$ cat config.mk
export PLATFORM = sky130hd
export DESIGN_NAME = tap_port
export DESIGN_NICKNAME = d
export VERILOG_FILES = /design/src/rtl/tap_pkg.sv /design/src/rtl/tap_fsm.sv /design/src/rtl/tap_ir.sv /design/src/rtl/tap_bsr.sv /design/src/rtl/tap_port.sv
export SDC_FILE = /design/constraint.sdc
export NUM_CORES = 1
export LEC_CHECK = 0
export BUFFER_PORTS_ARGS = -buffer_cell sky130_fd_sc_hd__buf_4
export CORE_UTILIZATION = 30
export CTS_CLUSTER_DIAMETER = 60
export CTS_CLUSTER_SIZE = 25
export DETAILED_ROUTE_END_ITERATION = 16
export GPL_TIMING_DRIVEN = 0
export PLACE_DENSITY = 0.51
export SETUP_SLACK_MARGIN = 0.3
export SYNTH_ARGS = -nofsm -noshare
export SYNTH_HDL_FRONTEND = slang
export SYNTH_SLANG_ARGS = --single-unit
$ cat constraint.sdc
create_clock -name tck -period 7.3 [get_ports tck]
set_input_delay 0.365 -clock tck [delete_from_list [all_inputs] [get_ports tck]]
set_output_delay 0.365 -clock tck [all_outputs]
set_load 0.02 [all_outputs]
$ cat src/rtl/tap_pkg.sv
package tap_pkg;

  typedef enum logic [3:0] {
    S_TLR,
    S_RTI,
    S_SEL_DR,
    S_CAP_DR,
    S_SH_DR,
    S_EX1_DR,
    S_PA_DR,
    S_EX2_DR,
    S_UP_DR,
    S_SEL_IR,
    S_CAP_IR,
    S_SH_IR,
    S_EX1_IR,
    S_PA_IR,
    S_EX2_IR,
    S_UP_IR
  } tap_state_e;

  localparam int          IR_W       = 4;
  localparam logic [IR_W-1:0] OP_EXTEST  = 4'b0000;
  localparam logic [IR_W-1:0] OP_SAMPLE  = 4'b0010;
  localparam logic [IR_W-1:0] OP_BYPASS  = 4'b1111;
  localparam logic [IR_W-1:0] IR_CAPTURE = 4'b0001;

endpackage

$ cat src/rtl/tap_fsm.sv
module tap_fsm
  import tap_pkg::*;
(
  input  logic       tck,
  input  logic       rst_n,
  input  logic       tms,
  output tap_state_e state
);

  tap_state_e state_d;

  always_comb begin
    state_d = state;
    unique case (state)
      S_TLR:    state_d = tms ? S_TLR    : S_RTI;
      S_RTI:    state_d = tms ? S_SEL_DR : S_RTI;
      S_SEL_DR: state_d = tms ? S_SEL_IR : S_CAP_DR;
      S_CAP_DR: state_d = tms ? S_EX1_DR : S_SH_DR;
      S_SH_DR:  state_d = tms ? S_EX1_DR : S_SH_DR;
      S_EX1_DR: state_d = tms ? S_UP_DR  : S_PA_DR;
      S_PA_DR:  state_d = tms ? S_EX2_DR : S_PA_DR;
      S_EX2_DR: state_d = tms ? S_UP_DR  : S_SH_DR;
      S_UP_DR:  state_d = tms ? S_SEL_DR : S_RTI;
      S_SEL_IR: state_d = tms ? S_TLR    : S_CAP_IR;
      S_CAP_IR: state_d = tms ? S_EX1_IR : S_SH_IR;
      S_SH_IR:  state_d = tms ? S_EX1_IR : S_SH_IR;
      S_EX1_IR: state_d = tms ? S_UP_IR  : S_PA_IR;
      S_PA_IR:  state_d = tms ? S_EX2_IR : S_PA_IR;
      S_EX2_IR: state_d = tms ? S_UP_IR  : S_SH_IR;
      S_UP_IR:  state_d = tms ? S_SEL_DR : S_RTI;
      default:  state_d = S_TLR;
    endcase
  end

  always_ff @(posedge tck or negedge rst_n) begin
    if (!rst_n) state <= S_TLR;
    else        state <= state_d;
  end

  // Checker-side count of consecutive high TMS samples, saturating at five.
  logic [2:0] ones_cnt;
  always_ff @(posedge tck or negedge rst_n) begin
    if (!rst_n)             ones_cnt <= 3'd0;
    else if (!tms)          ones_cnt <= 3'd0;
    else if (ones_cnt != 3'd5) ones_cnt <= ones_cnt + 3'd1;
  end

  AST_FIVE_ONES_RESET: assert property (@(posedge tck) disable iff (!rst_n)
    (ones_cnt == 3'd5) |-> (state == S_TLR));

endmodule

$ cat src/rtl/tap_ir.sv
module tap_ir
  import tap_pkg::*;
(
  input  logic       tck,
  input  logic       rst_n,
  input  tap_state_e state,
  input  logic       tdi,
  output logic       ir_lsb,
  output logic       sel_bsr,
  output logic       extest
);

  logic [IR_W-1:0] ir_sr;
  logic [IR_W-1:0] ir_q;
  logic            sr_cap, sr_sh, act_load, act_clr;

  assign sr_cap   = (state == S_CAP_IR);
  assign sr_sh    = (state == S_SH_IR);
  assign act_load = (state == S_UP_IR);
  assign act_clr  = (state == S_TLR);

  always_ff @(posedge tck or negedge rst_n) begin
    if (!rst_n)      ir_sr <= '0;
    else if (sr_cap) ir_sr <= IR_CAPTURE;
    else if (sr_sh)  ir_sr <= {tdi, ir_sr[IR_W-1:1]};
  end

  always_ff @(posedge tck or negedge rst_n) begin
    if (!rst_n)        ir_q <= OP_BYPASS;
    else if (act_clr)  ir_q <= OP_BYPASS;
    else if (act_load) ir_q <= ir_sr;
  end

  assign ir_lsb = ir_sr[0];

  always_comb begin
    extest  = 1'b0;
    sel_bsr = 1'b0;
    unique case (ir_q)
      OP_EXTEST: begin extest = 1'b1; sel_bsr = 1'b1; end
      OP_SAMPLE: sel_bsr = 1'b1;
      default:   sel_bsr = 1'b0;
    endcase
  end

  AST_IR_CAPTURE_VALUE: assert property (@(posedge tck) disable iff (!rst_n)
    (state == S_CAP_IR) |=> (ir_sr == IR_CAPTURE));

  AST_IR_HOLD: assert property (@(posedge tck) disable iff (!rst_n)
    (state != S_UP_IR && state != S_TLR) |=> $stable(ir_q));

endmodule

$ cat src/rtl/tap_bsr.sv
module tap_bsr #(
  parameter int N_CELLS = 117
) (
  input  logic               tck,
  input  logic               rst_n,
  input  logic               cap_en,
  input  logic               sh_en,
  input  logic               up_en,
  input  logic               tdi,
  input  logic [N_CELLS-1:0] pin_in,
  output logic               scan_out,
  output logic [N_CELLS-1:0] upd_q
);

  logic [N_CELLS-1:0] sr;

  for (genvar i = 0; i < N_CELLS; i++) begin : g_cell
    logic sin;
    if (i == N_CELLS - 1) begin : g_head
      assign sin = tdi;
    end else begin : g_body
      assign sin = sr[i+1];
    end

    always_ff @(posedge tck or negedge rst_n) begin
      if (!rst_n)      sr[i] <= 1'b0;
      else if (cap_en) sr[i] <= pin_in[i];
      else if (sh_en)  sr[i] <= sin;
    end

    always_ff @(posedge tck or negedge rst_n) begin
      if (!rst_n)     upd_q[i] <= 1'b0;
      else if (up_en) upd_q[i] <= sr[i];
    end
  end

  assign scan_out = sr[0];

  AST_BSR_LATCH_HOLD: assert property (@(posedge tck) disable iff (!rst_n)
    !up_en |=> $stable(upd_q));

  AST_BSR_CAPTURE: assert property (@(posedge tck) disable iff (!rst_n)
    cap_en |=> (sr == $past(pin_in)));

endmodule

$ cat src/rtl/tap_port.sv
module tap_port
  import tap_pkg::*;
#(
  parameter int N_CELLS = 117
) (
  input  logic               tck,
  input  logic               trst_n,
  input  logic               tms,
  input  logic               tdi,
  output logic               tdo,
  output logic               tdo_oe,
  input  logic [N_CELLS-1:0] core_out,
  input  logic [N_CELLS-1:0] pin_in,
  output logic [N_CELLS-1:0] pin_out,
  output logic               bs_mode,
  output logic               sys_rst_req
);

  // Reset: asserted immediately, released after two tck edges.
  logic [1:0] rst_sync;
  logic       rst_n;
  always_ff @(posedge tck or negedge trst_n) begin
    if (!trst_n) rst_sync <= 2'b00;
    else         rst_sync <= {rst_sync[0], 1'b1};
  end
  assign rst_n = rst_sync[1];

  tap_state_e state;
  logic       ir_lsb, sel_bsr, extest;
  logic       bsr_out;
  logic [N_CELLS-1:0] upd_q;
  logic       byp_q;
  logic       in_sh_dr, in_sh_ir;
  logic       tdo_d;

  tap_fsm u_fsm (
    .tck   (tck),
    .rst_n (rst_n),
    .tms   (tms),
    .state (state)
  );

  tap_ir u_ir (
    .tck     (tck),
    .rst_n   (rst_n),
    .state   (state),
    .tdi     (tdi),
    .ir_lsb  (ir_lsb),
    .sel_bsr (sel_bsr),
    .extest  (extest)
  );

  tap_bsr #(.N_CELLS(N_CELLS)) u_bsr (
    .tck      (tck),
    .rst_n    (rst_n),
    .cap_en   (sel_bsr && state == S_CAP_DR),
    .sh_en    (sel_bsr && state == S_SH_DR),
    .up_en    (sel_bsr && state == S_UP_DR),
    .tdi      (tdi),
    .pin_in   (pin_in),
    .scan_out (bsr_out),
    .upd_q    (upd_q)
  );

  assign in_sh_dr = (state == S_SH_DR);
  assign in_sh_ir = (state == S_SH_IR);

  // Bypass stage: takes tdi while shifting, a constant zero otherwise.
  always_ff @(posedge tck or negedge rst_n) begin
    if (!rst_n) byp_q <= 1'b0;
    else        byp_q <= in_sh_dr & tdi;
  end

  always_comb begin
    if (in_sh_ir)     tdo_d = ir_lsb;
    else if (sel_bsr) tdo_d = bsr_out;
    else              tdo_d = byp_q;
  end

  always_ff @(negedge tck or negedge rst_n) begin
    if (!rst_n) begin
      tdo    <= 1'b0;
      tdo_oe <= 1'b0;
    end else begin
      tdo    <= tdo_d;
      tdo_oe <= in_sh_ir | in_sh_dr;
    end
  end

  assign bs_mode     = extest;
  assign sys_rst_req = extest;
  assign pin_out     = bs_mode ? upd_q : core_out;

  AST_TLR_BYPASS: assert property (@(posedge tck) disable iff (!rst_n)
    (state == S_TLR) |=> (!sel_bsr && !sys_rst_req));

  AST_BYP_CAPTURE_ZERO: assert property (@(posedge tck) disable iff (!rst_n)
    (state == S_CAP_DR) |=> !byp_q);

  AST_TDO_OE_SHIFT_ONLY: assert property (@(posedge tck) disable iff (!rst_n)
    tdo_oe |-> (state == S_SH_DR || state == S_SH_IR));

endmodule

After elaboration in Yosys (flattened, before gate mapping)
Cells that the tools add are included.
W data, S select, Z words.
{"block": "word_totals", "regBits": 251, "in_bits": 238, "out_inout_bits": 121, "wordCells": 527}
{"block": "op_classes", "eq_ne": 16, "n_mux": 256, "bitwise_logic": 2, "reduce_logical": 12}
{"operator": "$mux W1", "count": 241}
{"operator": "$mux W117", "count": 1}
{"operator": "$pmux W4 S12", "count": 1}
{"operator": "$eq A4 B4 Y1 const B", "count": 8}
{"operator": "$mux W4", "count": 8}
{"operator": "$eq A4 B3 Y1 const B", "count": 4}
{"operator": "$eq A4 B2 Y1 const B", "count": 3}
{"operator": "$logic_not A4 Y1", "count": 2}
{"operator": "$mux W2", "count": 3}
{"operator": "$mux W3", "count": 2}
{"operator": "$reduce_bool A2 Y1", "count": 3}
{"operator": "$reduce_or A2 Y1", "count": 3}
{"operator": "$eq A4 B1 Y1 const B", "count": 1}
{"operator": "$logic_and A1 B1 Y1", "count": 3}
{"operator": "$reduce_or A3 Y1", "count": 1}
{"operator": "$and A1 B1 Y1", "count": 1}
{"operator": "$or A1 B1 Y1", "count": 1}

Depth between registers and ports, before layout
Gate-level depths: netlist (run 1).
{"block": "logic_depth", "depth_word": 6, "ltp_mapped": 6, "ltp_nobuf": 3}

Cells and area by module
Synthesis (run 1) repeated with hierarchy kept, for this count alone.
{"block": "hier_totals", "hier_cells": 977, "area_unflattened_um2": 12120.4}
{"mod": "tap_bsr", "instances": 1, "cells_per_inst": 754, "area_per_inst_um2": 9691.8, "seq_area_each_um2": 5855.6}
{"mod": "tap_port", "instances": 1, "cells_per_inst": 148, "area_per_inst_um2": 1746.7, "seq_area_each_um2": 125.1}
{"mod": "tap_ir", "instances": 1, "cells_per_inst": 38, "area_per_inst_um2": 367.9, "seq_area_each_um2": 205.2}
{"mod": "tap_fsm", "instances": 1, "cells_per_inst": 37, "area_per_inst_um2": 314.1, "seq_area_each_um2": 100.1}

==> impl_metrics.tcl, run 1 <==
set metrics [dict create \
    run_status "completed" \
    worst_skew_pair.late_latency_ps 550 \
    grt_antenna_before_repair 0 \
    power.leakage_nw 7.442 \
    synth_nets 1106 \
    seq_power_share 0.470 \
    rr_worst_depth 5 \
    synthDominantCellAreaShare 0.5351 \
    fin_hold_viols 0 \
    p_comb_frac 0.246 \
    vias 8932 \
    filler_cell_count 3703 \
    syn-cell-area_sq_um 11460 \
    ys_ff_latch 251 \
    placed_cells_incl_taps 1740 \
    finalSetupViolations 0 \
    r2r_end "tdo" \
    area_growth_syn_to_layout_pct 37.83 \
    clock_tree_skew_after_final_layout_ps 28.22 \
    worst_setup_path_end_kind "flip-flop" \
    dpl_worst_slack_ps 1465 \
    antennaDiodeCount 0 \
    synth_edf_count 0 \
    design.final.nets 1496 \
    power.internal_mw 3.266 \
    cp-start-kind "flip-flop" \
    clk_pin_slew_ps 80 \
    hold_path_end "byp_q" \
    routed_wire_length_per_instance_microns 21.97 \
    switching_share 0.3320 \
    critical_path.reg2reg.startpoint "u_ir.ir_q[0]" \
    number_of_max_slew_violations_in_the_final_report 0 \
    fp.dieW_microns 197.4 \
    p_clk_frac 0.284 \
    drt_pass1_iterations 6 \
    detail_route.vias_per_cell 4.993 \
    ir_worst_vdd_mv 0.1523 \
    clock_tree_from_tritoncts "yes" \
    crit_arrival_ps 2720 \
    grt-ovfl-total 0 \
    tightestPinTransition_ps 963.2 \
    cts_buffer_depth 3 \
    via_count_of_the_first_global_routing_pass 9055 \
    hpwlAfterDp_microns 28730 \
    path_cells "nor3_1 -> clkbuf_1 -> clkbuf_1 -> nand2_1 -> a31oi_1" \
    timing.final.ws_setup_ps 1482 \
    setup.worst_path.class "reg -> reg" \
    ctsRootBufferMaster "clkbuf_16" \
    gp_congestion 0.7657 \
    yosys_warnings 0 \
    hp-start "tdi" \
    maxCapViolations 0 \
    timing.critical_path.slowest_stage_cell "clkbuf_1" \
    net-switching-power_mw 1.623 \
    synth.distinct_cells 42 \
    synthArstFlopShare 1.000 \
    postSynthAreaPerCell_sq_um 13.20 \
    route.final.wire_length_microns 39300 \
    design.portCount 359 \
    fin_cells 1789 \
    yosys-top-cells-area "dfrtp_1, mux2_2, a2bb2oi_1, o22ai_1, clkbuf_1" \
    die_h_microns 197.4 \
    fin_setup_tns_ps 0 \
    drt_iter0_drc 262 \
    cp.buffers_inverters 2 \
    worstHoldPathCells 3 \
    power_per_cell_area_nw_per_um2 309.6 \
    port-buffer-count 357 \
    synthesis.instances 868 \
    power.total_mw 4.889 \
    regToRegSetupSlack_ps 1480 \
    unrepaired_setup_endpoints_after_global_routing "no" \
    ys_seq_area_frac 0.5487 \
    h-tree-depth 1 \
    placement_rows 71 \
    crit_path_max_fanout 10 \
    starting_density_of_the_core 0.3042 \
    remaining_antenna_violation_count 0 \
    worst-endpoint-required_ps 4200 \
    total_die_area_sq_um 38980 \
    fp.coreArea_sq_um 37670 \
    max-slew-margin-rel 0.3579 \
    cpPeakStageDelay_ps 650 \
    critical-path-top-cell-by-count "clkbuf_1" \
    largest_net_degree_at_the_start_of_global_routing 67 \
    global_route.usage.total 0.1967 \
    cts_sinks 251 \
    netlist.top_cell.by_area "dfrtp_1" \
    grt_first_pass_wirelength_microns 57650 \
    drive_gt1_frac 0.5305 \
    detail_route.drc_violations 0 \
    dominantRegCellSynth "dfrtp_1" \
    cts_made_buffers 26 \
    hold_path.class "in -> reg" \
    cp_top_delay_family "buffers and inverters" \
]
stage by stage:
step	utilization	area, sq um	hold slack, ps
2_1_floorplan	-	11460	69.41
3_3_place_gp	0.3924	14780	147.9
3_5_place_dp	0.3951	14880	149.5
4_1_cts	0.4192	15790	60.11
5_1_grt	0.4192	15790	65.52
6_report	0.4192	15790	89.97
area by class of cell:
class | instances | area [sq um] | area share
clock buffers | 30 | 696.9 | 0.04413
repair buffers | 362 | 2793 | 0.1768
inverters | 3 | 11.26 | 0.0007131
multi-input cells | 532 | 4783 | 0.3029
plain buffers | 82 | 376.6 | 0.02385
well taps | 511 | 639.4 | 0.04049
flip-flops and latches | 251 | 6290 | 0.3983
clock inverters | 18 | 201.4 | 0.01276
cell usage after synthesis (all sizes together) (2+ instances only):
library cell / count
nor3: 2
inv: 3
a2bb2oi: 117
o21ai: 10
dfstp: 4
o22ai: 118
a211oi: 3
dfrtp: 245
buf: 40
dfrtn: 2
mux2: 234
a31oi: 2
clkbuf: 42
a22oi: 4
nand2: 13
nor2: 7
worst max-delay path by stage:
stage / from / end / slack [ps] / depth (start not counted)
final: u_ir.ir_q[0] / tdo / 1480 / 5
after global routing: u_ir.ir_q[0] / tdo / 1240 / 5
after CTS: u_ir.ir_q[0] / tdo / 1440 / 5
after detailed placement: u_ir.ir_q[0] / tdo / 1460 / 5
after global placement: rst_sync[1] / tdo / 170 / 0
after floorplan: rst_sync[1] / tdo / 1250 / 0
tightest hold or removal path, delay by kind of cell:
| family | cells | cell delay [ps] |
|---|---|---|
| buf+inv | 2 | 140 |
| simple gates | 1 | 90 |
repair_timing:
action                                 CTS  global route
resized for setup                        0             0
hold buffers                             1             0
buffers inserted                         0             0
endpoints found under the hold margin    2             0
layer usage:
metal	up-vias	part of all wire	routed length [microns]	global-route usage
li1	4153	-	-	-
met1	4486	0.45	17810	0.2681
met2	257	0.47	18650	0.3252
met3	36	0.060	2344	0.04081
met4	0	0.012	485	0.03273
met5	-	0	0	0
registers in the layout, indices dropped and copies added (netlist names):
name and cells:
u_bsr.upd_q 117, u_bsr.g_cell.sin 116, u_fsm.state 4, u_ir.ir_q 4, u_ir.ir_sr 4, rst_sync 2
byp_q 1, tdo 1, tdo_oe 1, u_bsr.scan_out 1
cells in the final DEF, fill, tap and decap left out, types with 6 or more instances in the layout:
master     count
a2bb2oi_1    117
buf_1         10
buf_2         22
buf_4        362
clkbuf_1      44
clkbuf_16     27
dfrtp_1      244
mux2_2       234
nand2_1       13
nor2_1         6
o21ai_0       10
o22ai_1      118
power by group through the flow:
stage                     clock network, mW  logic (mW)  registers, mW
after CTS                              1.43        1.22           2.30
after global routing                   1.49        1.32           2.37
final                                  1.39        1.20           2.30
after floorplan                           0       0.841           2.14
after global placement                    0        1.16           2.35
after detailed placement                  0        1.21           2.32
logic make-up after synthesis:
kind of cell,after synthesis,synth area share
AO/OA/AOI/OAI,261,0.1697
XOR/XNOR,1,0.0007646
buffers and inverters,85,0.03385
flip-flops,251,0.5487
multiplexers,234,0.2300
other,1,0.0003273
AND/OR/NAND/NOR,35,0.01671
No activity file was read; power rests on OpenSTA's default activity.
==> inputs of run 2 (changes only) <==
--- a/config.mk
+++ b/config.mk
@@ -11,7 +11,7 @@
 export CTS_CLUSTER_SIZE = 25
 export DETAILED_ROUTE_END_ITERATION = 16
 export GPL_TIMING_DRIVEN = 0
-export PLACE_DENSITY = 0.51
+export PLACE_DENSITY = 0.49
 export SETUP_SLACK_MARGIN = 0.3
 export SYNTH_ARGS = -nofsm -noshare
 export SYNTH_HDL_FRONTEND = slang
==> constraint.sdc (replaced) <==
create_clock -name tck -period 5.6 [get_ports tck]
set_input_delay 0.28 -clock tck [delete_from_list [all_inputs] [get_ports tck]]
set_output_delay 0.28 -clock tck [all_outputs]
set_load 0.02 [all_outputs]
==> run 2 against run 1 <==
  * Via count fell by 0.45%
  * Non-clock buffer count unchanged
  * First-iteration DRC count increased by 12%
  * Flip-flop and latch count unchanged
  * Combinational power grew 32%
  * Register-to-register slack lost 750 ps
  * Utilization down 0.13 points
  * Clock skew down 2.2 ps
==> impl_metrics.tcl, run 2 (same netlist as run 1, synthesis figures left out) <==
set metrics [dict create \
    layout_common_cells "buf_4, dfrtp_1, mux2_2" \
    cts_sinks 251 \
    grt-ovfl-total 0 \
    hold_path.class "in -> reg" \
    setup.worst_path.class "reg -> reg" \
    worst-endpoint-required_ps 3350 \
    wl_met3_microns 2102 \
    max-slew-margin-rel 0.3529 \
    clock_tree_from_tritoncts "yes" \
    design.portCount 359 \
    hold_buffers 1 \
    clock_tree_skew_after_final_layout_ps 26.01 \
    p_comb_frac 0.250 \
    run_status "completed" \
    highest_layer "met5" \
    worst_skew_pair.late_latency_ps 540 \
    final-seq-area_sq_um 6290 \
    critical_path.reg2reg.startpoint "u_ir.ir_q[0]" \
    global_route.usage.total 0.2000 \
    design.final.nets 1495 \
    cts_buffer_depth 3 \
    m1WireLength_microns 17720 \
    drt_iter0_drc 293 \
    largest_reg_flops 117 \
    vias 8892 \
    route.final.wire_length_microns 39570 \
    power.leakage_nw 7.415 \
    crit_path_max_fanout 10 \
    routed_wire_length_per_instance_microns 22.14 \
    starting_density_of_the_core 0.3042 \
    power_per_cell_area_nw_per_um2 400.6 \
    via_count_of_the_first_global_routing_pass 9051 \
    crit_arrival_ps 2620 \
    unrepaired_setup_endpoints_after_global_routing "no" \
    detail_route.drc_violations 0 \
    seq_power_share 0.474 \
    critPathLaunch "u_ir.ir_q[0]" \
    cts_made_buffers 25 \
    multiInputGateArea_sq_um 4783 \
    clk_pin_slew_ps 70 \
    h-tree-depth 1 \
    tightestPinTransition_ps 970.7 \
    detail_route.vias_per_cell 4.976 \
    maxCapViolations 0 \
    hp-start "tdi" \
    holdWs_ps 32.28 \
    gp_congestion 0.7463 \
    fin_hold_viols 0 \
    net-switching-power_mw 2.070 \
    drt_pass1_iterations 4 \
    largest_net_degree_at_the_start_of_global_routing 62 \
    grt_first_pass_wirelength_microns 58350 \
    filler_cell_count 3715 \
    drive_gt1_frac 0.5295 \
    largest_reg_by_ff_count "u_bsr.upd_q" \
    finalCoreUtilization 0.4180 \
    port-buffer-count 357 \
    cp-start-kind "flip-flop" \
    met2_length_microns 18950 \
    ctsRootBufferMaster "clkbuf_16" \
    hpwlAfterDp_microns 29100 \
    die_h_microns 197.4 \
    grt_antenna_before_repair 4 \
    finalSetupViolations 0 \
    ir_worst_vdd_mv 0.1905 \
    number_of_max_slew_violations_in_the_final_report 0 \
    remaining_antenna_violation_count 0 \
    placement_rows 71 \
    area_growth_syn_to_layout_pct 37.40 \
    cts_setup_buffers 0 \
    fp.coreArea_sq_um 37670 \
    layout.cells.most_common "buf_4" \
    p_clk_frac 0.276 \
    worst_setup_path_end_kind "flip-flop" \
    total_die_area_sq_um 38980 \
    power.internal_mw 4.236 \
    switching_share 0.3282 \
    cts-resized-gates 0 \
    fp.dieW_microns 197.4 \
]
==> run 2: worst max-delay path: stages (launching register included) <==
cell and delay (ps):
dfstp_2 380, nor3_1 250, clkbuf_1 610, clkbuf_1 540, nand2_1 140, a31oi_1 170
==> run 2: power by group through the flow <==
| stage | clock network (mW) | logic (mW) | registers, mW |
|---|---|---|---|
| 2_1_floorplan | 0 | 1.10 | 2.79 |
| 3_3_place_gp | 0 | 1.52 | 3.05 |
| 3_5_place_dp | 0 | 1.59 | 3.03 |
| 4_1_cts | 1.79 | 1.59 | 3.00 |
| 5_1_grt | 1.86 | 1.73 | 3.09 |
| 6_report | 1.74 | 1.58 | 2.99 |
==> run 2: cell type report <==
class,count,share of cell area
antenna,3,0.0004769
buffer,82,0.02392
clock buffer,28,0.04173
clock inverter,15,0.01129
inverter,3,0.0007153
multi-input combinational,532,0.3038
sequential,251,0.3995
tap,511,0.04061
timing repair buffer,362,0.1779
==> run 2: stage by stage <==
| step | setup TNS, ps | setup slack (ps) | std cells | area (sq um) | total power, mW |
|---|---|---|---|---|---|
| 2_1_floorplan | 0 | 397.5 | 868 | 11460 | 3.892 |
| 3_3_place_gp | -1357 | -679.4 | 1736 | 14780 | 4.569 |
| 3_5_place_dp | 0 | 631.2 | 1740 | 14890 | 4.614 |
| 4_1_cts | 0 | 644.5 | 1784 | 15740 | 6.381 |
| 5_1_grt | 0 | 461.1 | 1787 | 15740 | 6.673 |
| 6_report | 0 | 730.5 | 1787 | 15740 | 6.306 |
==> run 2: final timing paths <==
check	slack, ps	to	cells past startpoint
max	730	tdo	5
min	30	byp_q	3
max reg2reg	730	tdo	5
min reg2reg	340	u_bsr.upd_q[108]	0
max in group asynchronous	1860	tdo_oe	1
min in group asynchronous	60	rst_sync[1]	2
==> run 2: routing by layer <==
layer | up-vias | track usage
met5 | - | 0
met1 | 4453 | 0.2697
met4 | 2 | 0.04508
met2 | 240 | 0.3335
li1 | 4154 | -
met3 | 43 | 0.03568
